## src/rtl/memwin_pkg.sv

```systemverilog
// Package: shared constants and the decoded per-window configuration type
// for the paged memory window translator.
package memwin_pkg;
    localparam int PAGE_SHIFT  = 12;
    localparam int SYS_PAGE_W  = 12;
    localparam int CARD_PAGE_W = 14;
    localparam int GROUP_BYTES = 6;
    localparam int GROUP_STRIDE = 8;
    localparam logic [7:0] IDX_ENABLE   = 8'h06;
    localparam logic [7:0] IDX_WIN_BASE = 8'h10;
    localparam logic [7:0] IDX_PAGE_BASE = 8'h40;

    typedef struct packed {
        logic                   en;
        logic [SYS_PAGE_W-1:0]  start_pg;
        logic [SYS_PAGE_W-1:0]  stop_pg;
        logic [CARD_PAGE_W-1:0] offset;
        logic [7:0]             upper;
        logic                   wide;
        logic                   zero_wait;
        logic [1:0]             waits;
        logic                   attr;
        logic                   wprot;
    } win_cfg_t;
endpackage

```

## src/rtl/memwin_regfile.sv

```systemverilog
// Module: memwin_regfile
// Holds the index register and every window byte behind an index/data port
// pair, and decodes the bytes into per-window configuration.
// Assumes NUM_WIN <= 5 so that the window groups stay below the page registers.
module memwin_regfile
    import memwin_pkg::*;
#(
    parameter int NUM_WIN = 5,
    parameter bit PAGE_EN = 1'b1
) (
    input  logic                   clk,
    input  logic                   rst_n,
    input  logic                   host_we,
    input  logic                   host_port,
    input  logic [7:0]             host_wdata,
    output logic [7:0]             host_rdata,
    output logic [7:0]             cur_index,
    output win_cfg_t [NUM_WIN-1:0] cfg
);
    logic [7:0]         index_q;
    logic [NUM_WIN-1:0] en_q;
    logic [7:0]         grp_q  [NUM_WIN][GROUP_BYTES];
    logic [7:0]         page_q [NUM_WIN];
    logic [7:0]         data_rd;

    // Host writes: the index port, or the register that the index selects.
    always_ff @(posedge clk) begin
        if (!rst_n) begin
            index_q <= '0;
            en_q    <= '0;
            for (int w = 0; w < NUM_WIN; w++) begin
                page_q[w] <= '0;
                for (int b = 0; b < GROUP_BYTES; b++) grp_q[w][b] <= '0;
            end
        end else if (host_we) begin
            if (!host_port) begin
                index_q <= host_wdata;
            end else begin
                if (index_q == IDX_ENABLE) en_q <= host_wdata[NUM_WIN-1:0];
                for (int w = 0; w < NUM_WIN; w++) begin
                    for (int b = 0; b < GROUP_BYTES; b++)
                        if (index_q == 8'(int'(IDX_WIN_BASE) + GROUP_STRIDE*w + b))
                            grp_q[w][b] <= host_wdata;
                    if (PAGE_EN && index_q == 8'(int'(IDX_PAGE_BASE) + w))
                        page_q[w] <= host_wdata;
                end
            end
        end
    end

    // Data-port read mux; unmapped indices fall through to zero.
    always_comb begin
        data_rd = '0;
        if (index_q == IDX_ENABLE) data_rd = 8'(en_q);
        for (int w = 0; w < NUM_WIN; w++) begin
            for (int b = 0; b < GROUP_BYTES; b++)
                if (index_q == 8'(int'(IDX_WIN_BASE) + GROUP_STRIDE*w + b))
                    data_rd = grp_q[w][b];
            if (PAGE_EN && index_q == 8'(int'(IDX_PAGE_BASE) + w))
                data_rd = page_q[w];
        end
    end

    assign host_rdata = host_port ? data_rd : index_q;
    assign cur_index  = index_q;

    // Byte-to-field decode of every window group.
    always_comb begin
        for (int w = 0; w < NUM_WIN; w++) begin
            cfg[w].en        = en_q[w];
            cfg[w].start_pg  = {grp_q[w][1][3:0], grp_q[w][0]};
            cfg[w].wide      = grp_q[w][1][7];
            cfg[w].zero_wait = grp_q[w][1][6];
            cfg[w].stop_pg   = {grp_q[w][3][3:0], grp_q[w][2]};
            cfg[w].waits     = grp_q[w][3][7:6];
            cfg[w].offset    = {grp_q[w][5][5:0], grp_q[w][4]};
            cfg[w].attr      = grp_q[w][5][6];
            cfg[w].wprot     = grp_q[w][5][7];
            cfg[w].upper     = PAGE_EN ? page_q[w] : 8'h00;
        end
    end
endmodule

```

## src/rtl/memwin_window.sv

```systemverilog
// Module: memwin_window
// One window: compares the system page against inclusive bounds (and the
// upper address byte when page registers exist), and adds the card offset
// with wrap at 2^CARD_PAGE_W pages. Purely combinational.
module memwin_window
    import memwin_pkg::*;
#(
    parameter bit PAGE_EN = 1'b1
) (
    input  win_cfg_t               cfg,
    input  logic [SYS_PAGE_W-1:0]  sys_page,
    input  logic [7:0]             sys_upper,
    output logic                   hit,
    output logic [CARD_PAGE_W-1:0] card_page
);
    logic in_range;
    logic upper_ok;

    generate
        if (PAGE_EN) begin : g_upper
            assign upper_ok = (sys_upper == cfg.upper);
        end else begin : g_noupper
            logic unused_upper;
            assign unused_upper = ^sys_upper;
            assign upper_ok = 1'b1;
        end
    endgenerate

    // Inclusive page-bound compare and modulo offset add.
    always_comb begin
        in_range  = (sys_page >= cfg.start_pg) && (sys_page <= cfg.stop_pg);
        hit       = cfg.en && in_range && upper_ok;
        card_page = CARD_PAGE_W'(sys_page) + cfg.offset;
    end
endmodule

```

## src/rtl/memwin_prio.sv

```systemverilog
// Module: memwin_prio
// Fixed-priority pick among window hits; the lowest index wins.
module memwin_prio #(
    parameter int N   = 5,
    parameter int IDX_W = 3
) (
    input  logic [N-1:0]     req,
    output logic             any,
    output logic [IDX_W-1:0] sel
);
    // Scan from the top down so the lowest requester is written last.
    always_comb begin
        any = |req;
        sel = '0;
        for (int i = N-1; i >= 0; i--)
            if (req[i]) sel = IDX_W'(i);
    end
endmodule

```

## src/rtl/memwin_xlate.sv

```systemverilog
// Module: memwin_xlate (top)
// Paged memory window translator: register file, one translator per window,
// priority pick and output gating. Memory-side outputs follow the inputs
// combinationally; only host writes are clocked.
module memwin_xlate
    import memwin_pkg::*;
#(
    parameter int NUM_WIN = 5,
    parameter bit PAGE_EN = 1'b1,
    localparam int WIN_IDX_W = (NUM_WIN > 1) ? $clog2(NUM_WIN) : 1,
    localparam int CARD_AW   = CARD_PAGE_W + PAGE_SHIFT
) (
    input  logic                 clk,
    input  logic                 rst_n,
    input  logic                 host_we,
    input  logic                 host_port,
    input  logic [7:0]           host_wdata,
    output logic [7:0]           host_rdata,
    input  logic                 mem_valid,
    input  logic                 mem_write,
    input  logic [31:0]          mem_addr,
    output logic                 mem_hit,
    output logic [WIN_IDX_W-1:0] mem_win,
    output logic [CARD_AW-1:0]   mem_card_addr,
    output logic                 mem_attr,
    output logic                 mem_wide,
    output logic                 mem_zero_wait,
    output logic [1:0]           mem_waits,
    output logic                 mem_wprot,
    output logic                 mem_wr_block
);
    win_cfg_t [NUM_WIN-1:0]   cfg;
    logic [7:0]               cur_index;
    logic [NUM_WIN-1:0]       win_hit;
    logic [CARD_PAGE_W-1:0]   win_page [NUM_WIN];
    logic                     any_hit;
    logic [WIN_IDX_W-1:0]     sel;
    win_cfg_t                 sel_cfg;

    memwin_regfile #(.NUM_WIN(NUM_WIN), .PAGE_EN(PAGE_EN)) u_regs (
        .clk(clk), .rst_n(rst_n), .host_we(host_we), .host_port(host_port),
        .host_wdata(host_wdata), .host_rdata(host_rdata),
        .cur_index(cur_index), .cfg(cfg)
    );

    generate
        for (genvar w = 0; w < NUM_WIN; w++) begin : g_win
            memwin_window #(.PAGE_EN(PAGE_EN)) u_win (
                .cfg(cfg[w]),
                .sys_page(mem_addr[PAGE_SHIFT+SYS_PAGE_W-1:PAGE_SHIFT]),
                .sys_upper(mem_addr[31:24]),
                .hit(win_hit[w]),
                .card_page(win_page[w])
            );
        end
    endgenerate

    memwin_prio #(.N(NUM_WIN), .IDX_W(WIN_IDX_W)) u_prio (
        .req(win_hit), .any(any_hit), .sel(sel)
    );

    // Output gating: everything is quiet unless a valid cycle hits.
    always_comb begin
        sel_cfg       = cfg[sel];
        mem_hit       = mem_valid && any_hit;
        mem_win       = mem_hit ? sel : '0;
        mem_card_addr = mem_hit ? {win_page[sel], mem_addr[PAGE_SHIFT-1:0]} : '0;
        mem_attr      = mem_hit && sel_cfg.attr;
        mem_wide      = mem_hit && sel_cfg.wide;
        mem_zero_wait = mem_hit && sel_cfg.zero_wait;
        mem_waits     = mem_hit ? sel_cfg.waits : 2'b00;
        mem_wprot     = mem_hit && sel_cfg.wprot;
        mem_wr_block  = mem_hit && sel_cfg.wprot && mem_write;
    end
endmodule

```

## config.mk

```make
export PLATFORM = sky130hd
export DESIGN_NAME = memwin_xlate
export DESIGN_NICKNAME = d
export VERILOG_FILES = /design/src/rtl/memwin_pkg.sv /design/src/rtl/memwin_regfile.sv /design/src/rtl/memwin_window.sv /design/src/rtl/memwin_prio.sv /design/src/rtl/memwin_xlate.sv
export SDC_FILE = /design/constraint.sdc
export NUM_CORES = 1
export LEC_CHECK = 0
export ABC_AREA = 1
export ABC_CLOCK_PERIOD_IN_PS = 7200
export CAP_MARGIN = 20
export CORE_MARGIN = 10
export CORE_UTILIZATION = 49
export CTS_CLUSTER_DIAMETER = 100
export DETAILED_ROUTE_END_ITERATION = 16
export GPL_TIMING_DRIVEN = 0
export PLACE_DENSITY_LB_ADDON = 0.1
export SLEW_MARGIN = 20
export SYNTH_ARGS = -nofsm -noshare
export SYNTH_HDL_FRONTEND = slang
export SYNTH_SLANG_ARGS = --single-unit
```

## constraint.sdc

```tcl
create_clock -name clk -period 7.2 [get_ports clk]
set_clock_uncertainty 0.05 [all_clocks]
set_input_delay 1.44 -clock clk [delete_from_list [all_inputs] [get_ports clk]]
set_output_delay 1.44 -clock clk [all_outputs]
set_load 0.005 [all_outputs]
```

Word level (Yosys, flattened, before mapping):

Memories as Yosys holds them, arrays and structs flattened.
Index checks and enable logic that the tools add are counted.

* register bits after elaboration: 13
* logic and storage cells: 384
* bits of input ports: 46
* memories kept: 2
* output and inout port bits: 45
* memory bits (writable): 280

* reductions and logical operators: 24
* $add $sub $neg: 5
* equality and inequality tests: 41
* order comparisons: 12
* muxes and demuxes: 261
* bitwise operators: 37

Memory list
* u_regs.grp_q: words 5, bits a word 48, read ports 5, clocked after memory_dff 0, wr ports 5, line memwin_regfile.sv:22 `logic [7:0] grp_q [NUM_WIN][GROUP_BYTES];`
* u_regs.page_q: words 5, bits a word 8, read ports 5, clocked after memory_dff 0, wr ports 5, line memwin_regfile.sv:23 `logic [7:0] page_q [NUM_WIN];`

Operators with widths (count)
* $mux W8: 71
* $mux W1: 176
* $bmux W53 S3: 1
* $eq A8 B6 Y1 const B: 18
* $eq A8 B5 Y1 const B: 12
* $add A12 B14 Y14: 5
* $ge A12 B12 Y1: 5
* $le A12 B12 Y1: 5
* $bmux W14 S3: 1
* $eq A8 B7 Y1 const B: 5
* $eq A8 B8 Y1: 5
* $or A1 B1 Y1: 35
* $mux W14: 2
* $mux W26: 1
* $logic_and A1 B1 Y1: 21
* $mux W3: 6
* $eq A8 B3 Y1 const B: 1
* $mux W6: 1
* $mux W5: 1
* $reduce_or A5 Y1: 1
* $ge A4 B4 Y1 const B: 1
* $lt A3 B4 Y1 const B: 1
* $not A3 Y4: 1
* $reduce_and A3 Y1: 1
* other kinds (3): 3

Logic depth before layout (Yosys ltp):

* depth after elaboration: 38
* depth in mapped cells: 27
* mapped depth without buffers: 27

By module:

Synthesis repeated with hierarchy kept, for this count alone.

* cell total of the unflattened synthesis: 3074
* area total of the unflattened synthesis: 22979.5 sq um

Modules (own cells, without submodules)
* memwin_regfile: instances 1, seq. area each 8668.3 sq um, area an instance 14811.7 sq um, cells an instance 1591
* memwin_window (g_win[0].u_win ...): instances 2, seq. area each 0.0 sq um, area an instance 1397.6 sq um, cells an instance 240
* memwin_window (g_win[2].u_win ...): instances 2, seq. area each 0.0 sq um, area an instance 1395.1 sq um, cells an instance 240
* memwin_window (g_win[4].u_win): instances 1, seq. area each 0.0 sq um, area an instance 1425.1 sq um, cells an instance 251
* memwin_xlate: instances 1, seq. area each 0.0 sq um, area an instance 1109.8 sq um, cells an instance 261
* memwin_prio: instances 1, seq. area each 0.0 sq um, area an instance 47.5 sq um, cells an instance 11

Least setup slack after synthesis:

Ideal clock, no wire load.

* path type: input-to-output
* from: input mem_addr[12]
* to: output mem_card_addr[23]
* stages: 20
* data required time: 5.710 ns
* data arrival time: 3.757 ns
* buffers on the path: 1
* slack: 1.953 ns
* path through: inv_1 ha_1 inv_1 nand2_1 a21oi_1 o21bai_1 a21oi_1 o221ai_1 a21o_1 a21oi_1 o21ai_0 nand4_1 nand2_1 nor2_1 nor2_4 inv_1 clkbuf_1 o21ai_0 o21ai_1 inv_1

* cells in the longest elaborated chain, start to end: 14
* elaborated cells on any way between the ends: 42
* those cells by class: add/sub: 5; order compare: 10; mux: 9; bitwise: 1; reduce/logical: 17

RTL lines
* start: declaration: line memwin_xlate.sv:21 `input logic [31:0] mem_addr,`
* $ge A12 B12 Y1 or $le A12 B12 Y1 (tied branches): line memwin_window.sv:31 `in_range = (sys_page >= cfg.start_pg) && (sys_page <= cfg.stop_pg);`
* $logic_and A1 B1 Y1: line memwin_window.sv:31
* $logic_and A1 B1 Y1 (2 in a row): line memwin_window.sv:32 `hit = cfg.en && in_range && upper_ok;`
* $mux W3 (5 in a row): line memwin_prio.sv:16 `if (req[i]) sel = IDX_W'(i);`
* $not A3 Y4 (not written as such): line memwin_xlate.sv:67 `mem_card_addr = mem_hit ? {win_page[sel], mem_addr[PAGE_SHIFT-1:0]} : '0;`
* $bmux W14 S3: line memwin_xlate.sv:67
* $mux W14 (not written as such) (2 in a row): line memwin_xlate.sv:67
* $mux W26 (*): line memwin_xlate.sv:67
* end: declaration: line memwin_xlate.sv:24 `output logic [CARD_AW-1:0] mem_card_addr,`

Every way passes the cells marked *; elsewhere a longest branch is shown, timed or not. The select of a mux whose other input is x is not followed.

Worst setup path after layout:

* from: input mem_addr[12]
* to: output mem_card_addr[25]

Same word-level chain as after synthesis.

==> impl_table.tex <==
\begin{tabular}{lr}
\hline
Metric & Value \\
\hline
\multicolumn{2}{l}{\textbf{Final layout}} \\
Final Core Density & 57.1\% \\
Synth-to-Final Area Change & 14.8\% \\
Layout cell share with drive strength beyond 1 & 6.01\% \\
FILL cells & 3685 \\
Count of nets after finishing & 2784 \\
Most used cells in the layout excluding fill and tap cells & nand2\_1 (449), nor2\_1 (412), inv\_1 (341), edfxtp\_1 (280), ha\_1 (180) \\
Leading cell type in the layout, fill and taps excluded & nand2\_1 \\
\multicolumn{2}{l}{\textbf{Die}} \\
Effective utilization at floorplan & 49.7\% \\
Area of the die & 0.0488 mm\^{}2 \\
Ports placed on the boundary & 91 \\
FP Rows & 73 \\
Vertical die dimension & 221 um \\
Horizontal die dimension & 221 um \\
Placeable Area & 0.0398 mm\^{}2 \\
\multicolumn{2}{l}{\textbf{Clock network}} \\
H-Tree Level Count & 2 \\
Sinks on Clock Net & 293 \\
Max clock buf depth & 3 \\
Clock edge transition at the registers on the reported setup and hold paths & 0.05 ns \\
Clk Tree Root Cell & clkbuf\_16 \\
Clock latency at the later pin of the worst-skew pair & 0.56 ns \\
Hold Buf Count CTS & 0 \\
Clock buffers created by TritonCTS & 35 \\
TritonCTS clock tree & done \\
\multicolumn{2}{l}{\textbf{Global routing}} \\
Total Routing Usage GR & 32.3\% \\
Routing usage on met1 & 42.6\% \\
Number of global-route vias before repair & 17.4k \\
Antenna violations before repair & 1 \\
Aggregate global routing overflow & 0 \\
Met2 global-route usage & 48.6\% \\
Pin count of the biggest net entering global routing & 20 \\
First-pass GRT wire length & 117 mm \\
GR Layer Usage met3 & 7.43\% \\
Most used routing layer & met2 \\
\multicolumn{2}{l}{\textbf{STA}} \\
Final Hold Violating Endpoints & 0 \\
Worst hold slack across all endpoints & 0.469 ns \\
Timing-limited maximum frequency & 0.141 GHz \\
PnR worst setup slack & 0.105 ns \\
Worst Tran Pin Value & 1.26 ns \\
Headroom to the max-slew limit & 15.7\% \\
Post-layout minimum cycle time & 7.09 ns \\
Final worst path period share & 98.5\% \\
Setup Viol. Count Final & 0 \\
Setup\_tns & 0 ns \\
Setup repair after global routing missed its margin & no \\
Max-slew violations & 0 \\
\multicolumn{2}{l}{\textbf{Synth}} \\
Share of the synthesized area in the top cell type & 42.5\% \\
Most instantiated flip-flop cell in the synthesis netlist & edfxtp\_1 \\
Average cell area after synthesis & 8.21 um\^{}2 \\
Synthesized instance count & 2411 \\
Sequential cell area fraction in the yosys report & 43.8\% \\
Number of warnings issued by yosys & 0 \\
Leading post-synthesis cells by cell area & edfxtp\_1 (42\%), ha\_1 (11\%), nand2\_1 (8.6\%) \\
Post-synthesis net count & 2642 \\
Yosys cell types & 48 \\
Register bit total from synthesis & 293 \\
FFs w/ async S/R, synth & 0\% \\
Post-Syn Area & 0.0198 mm\^{}2 \\
Cell type contributing the most total cell area after synthesis & edfxtp\_1 \\
Number of flops mapped to enable cells by yosys & 280 \\
\multicolumn{2}{l}{\textbf{Routing}} \\
Number of iterations in the first detailed-routing pass & 9 \\
Antenna Violating Nets Remaining & 0 \\
Via Count & 18.7k \\
Post-DR wirelength/cell & 26.5 um \\
Number of vias per cell & 6.01 \\
Wire length reported by the detailed router & 82.2 mm \\
DRC violations left & 0 \\
Violation count after the first detailed-routing iteration & 2656 \\
\multicolumn{2}{l}{\textbf{Place}} \\
Final Wtd Congestion & 1.06 \\
Pre-CTS setup slack & -1.09 ns \\
Final HPWL DP & 62.1 mm \\
Number of I/O port buffers & 87 \\
\multicolumn{2}{l}{\textbf{Min path}} \\
Startpoint of the worst hold path & u\_regs.cur\_index[7]\$\_SDFFE\_PN0P\_ \\
Classification of the worst-slack hold path & reg2reg \\
Hold path cells & 2 \\
Sink of the worst hold path & u\_regs.cur\_index[7]\$\_SDFFE\_PN0P\_ \\
\multicolumn{2}{l}{\textbf{Flow run}} \\
Number of violations of the max-capacitance limit & 0 \\
\multicolumn{2}{l}{\textbf{Pwr}} \\
Static leakage & 9.74 nW \\
Pwr Density & 193 mW/mm\^{}2 \\
Worst vdd ir & 196 uV \\
\multicolumn{2}{l}{\textbf{Critical path}} \\
Maximum fanout along the worst path & 10 \\
Standard cell with the maximum stage delay on the critical path & clkdlybuf4s50\_1 \\
R2r setup slk & 3.94 ns \\
Worst r2r src & u\_regs.cur\_index[6]\$\_SDFFE\_PN0P\_ \\
Kind of capture point of the worst setup path & output pin \\
Required @ worst endpoint & 5.71 ns \\
Worst R2R End & u\_regs.grp\_q[0][144]\$\_SDFFCE\_PN0P\_ \\
Data arrival, critical path & 5.60 ns \\
Element type at the critical path start & input pin \\
CP Class & in2out \\
Delay of the slowest cell on the worst path & 0.50 ns \\
Count of cells along the worst register-to-register path & 8 \\
\multicolumn{2}{l}{\textbf{Status}} \\
Result of the run & completed \\
\hline
\end{tabular}
## final cells by class
class	count	area [um^2]	area share, %
multi-input cells	1697	9590	42.2
inverters	362	1370	6.01
well taps	525	657	2.89
plain buffers	58	246	1.08
diodes	2	5.00	0.0220
repair buffers	106	1120	4.92
clock inverters	17	143	0.628
flip-flops and latches	293	8670	38.1
clock buffers	47	931	4.10
## state kept, by name (all words and copies together) (netlist names)
name / cells
u_regs.grp_q: 240
u_regs.page_q: 40
u_regs.cur_index: 8
u_regs.en_q: 5
## critical path, delay by kind of cell
| family | cells | cell delay, ns |
|---|---|---|
| buf+inv | 10 | 1.83 |
| compound gates | 9 | 1.36 |
| simple gates | 5 | 0.71 |
| fa+ha+maj | 1 | 0.27 |
## cells by family (layout without fill, tap and decap cells)
kind of cell | Yosys count | count (layout) | synth area share [%]
flip-flops | 293 | 293 | 43.8
AND/OR/NAND/NOR | 1069 | 1069 | 22.6
AO/OA/AOI/OAI | 384 | 384 | 11.1
XOR/XNOR | 59 | 59 | 2.61
adder cells (fa/ha/maj) | 185 | 185 | 11.9
buffers and inverters | 421 | 590 | 8.04
other | 0 | 2 | 0
## power by group
group	internal (W)	switching [W]
Sequential	0.00192	0.0000467
Clock	0.000985	0.000744
Combinational	0.000211	0.000472
## Yosys cell counts (13+ instances only)
cell type  number
dfxtp_1        13
edfxtp_1      280
xor2_1         41
o21ai_0       123
a21oi_1       152
nand4_1        66
nand3_1        67
clkbuf_1       49
nand2_1       452
ha_1          180
inv_2          15
o21bai_1       25
o21ai_1        14
inv_1         343
xnor2_1        18
nor2_1        414
## metal layers
layer | wire (um) | up-vias
met1 | 32100 | 8825
li1 | - | 8383
met3 | 9950 | 231
met4 | 4770 | 0
met2 | 35300 | 1238
met5 | 0 | -
## timing repair
item | 4_1_cts | 5_1_grt
gates resized for setup | 14 | 20
setup buffers | 4 | 5
pin swaps | 1 | 1
setup endpoints to repair | 37 | 21
## through the flow
| stage | instance area [um^2] | cells | total power, W |
|---|---|---|---|
| after floorplan | 19800 | 2411 | 0.00235 |
| after global placement | 21300 | 3023 | 0.00263 |
| after detailed placement | 21500 | 3032 | 0.00266 |
| after CTS | 22600 | 3099 | 0.00435 |
| after global routing | 22700 | 3105 | 0.00449 |
| final | 22700 | 3107 | 0.00438 |
## worst max-delay path by stage
stage	startpoint	to	slack [ns]
after floorplan	mem_addr[12]	mem_card_addr[23]	1.95
after CTS	mem_addr[31]	mem_wr_block	0.06
after global routing	mem_addr[12]	mem_card_addr[16]	0.005
after detailed placement	mem_addr[12]	mem_card_addr[23]	-1.09
after global placement	mem_addr[13]	mem_card_addr[23]	-1.42
final	mem_addr[12]	mem_card_addr[25]	0.11
Note: power is estimated with default switching activity, not from simulation.
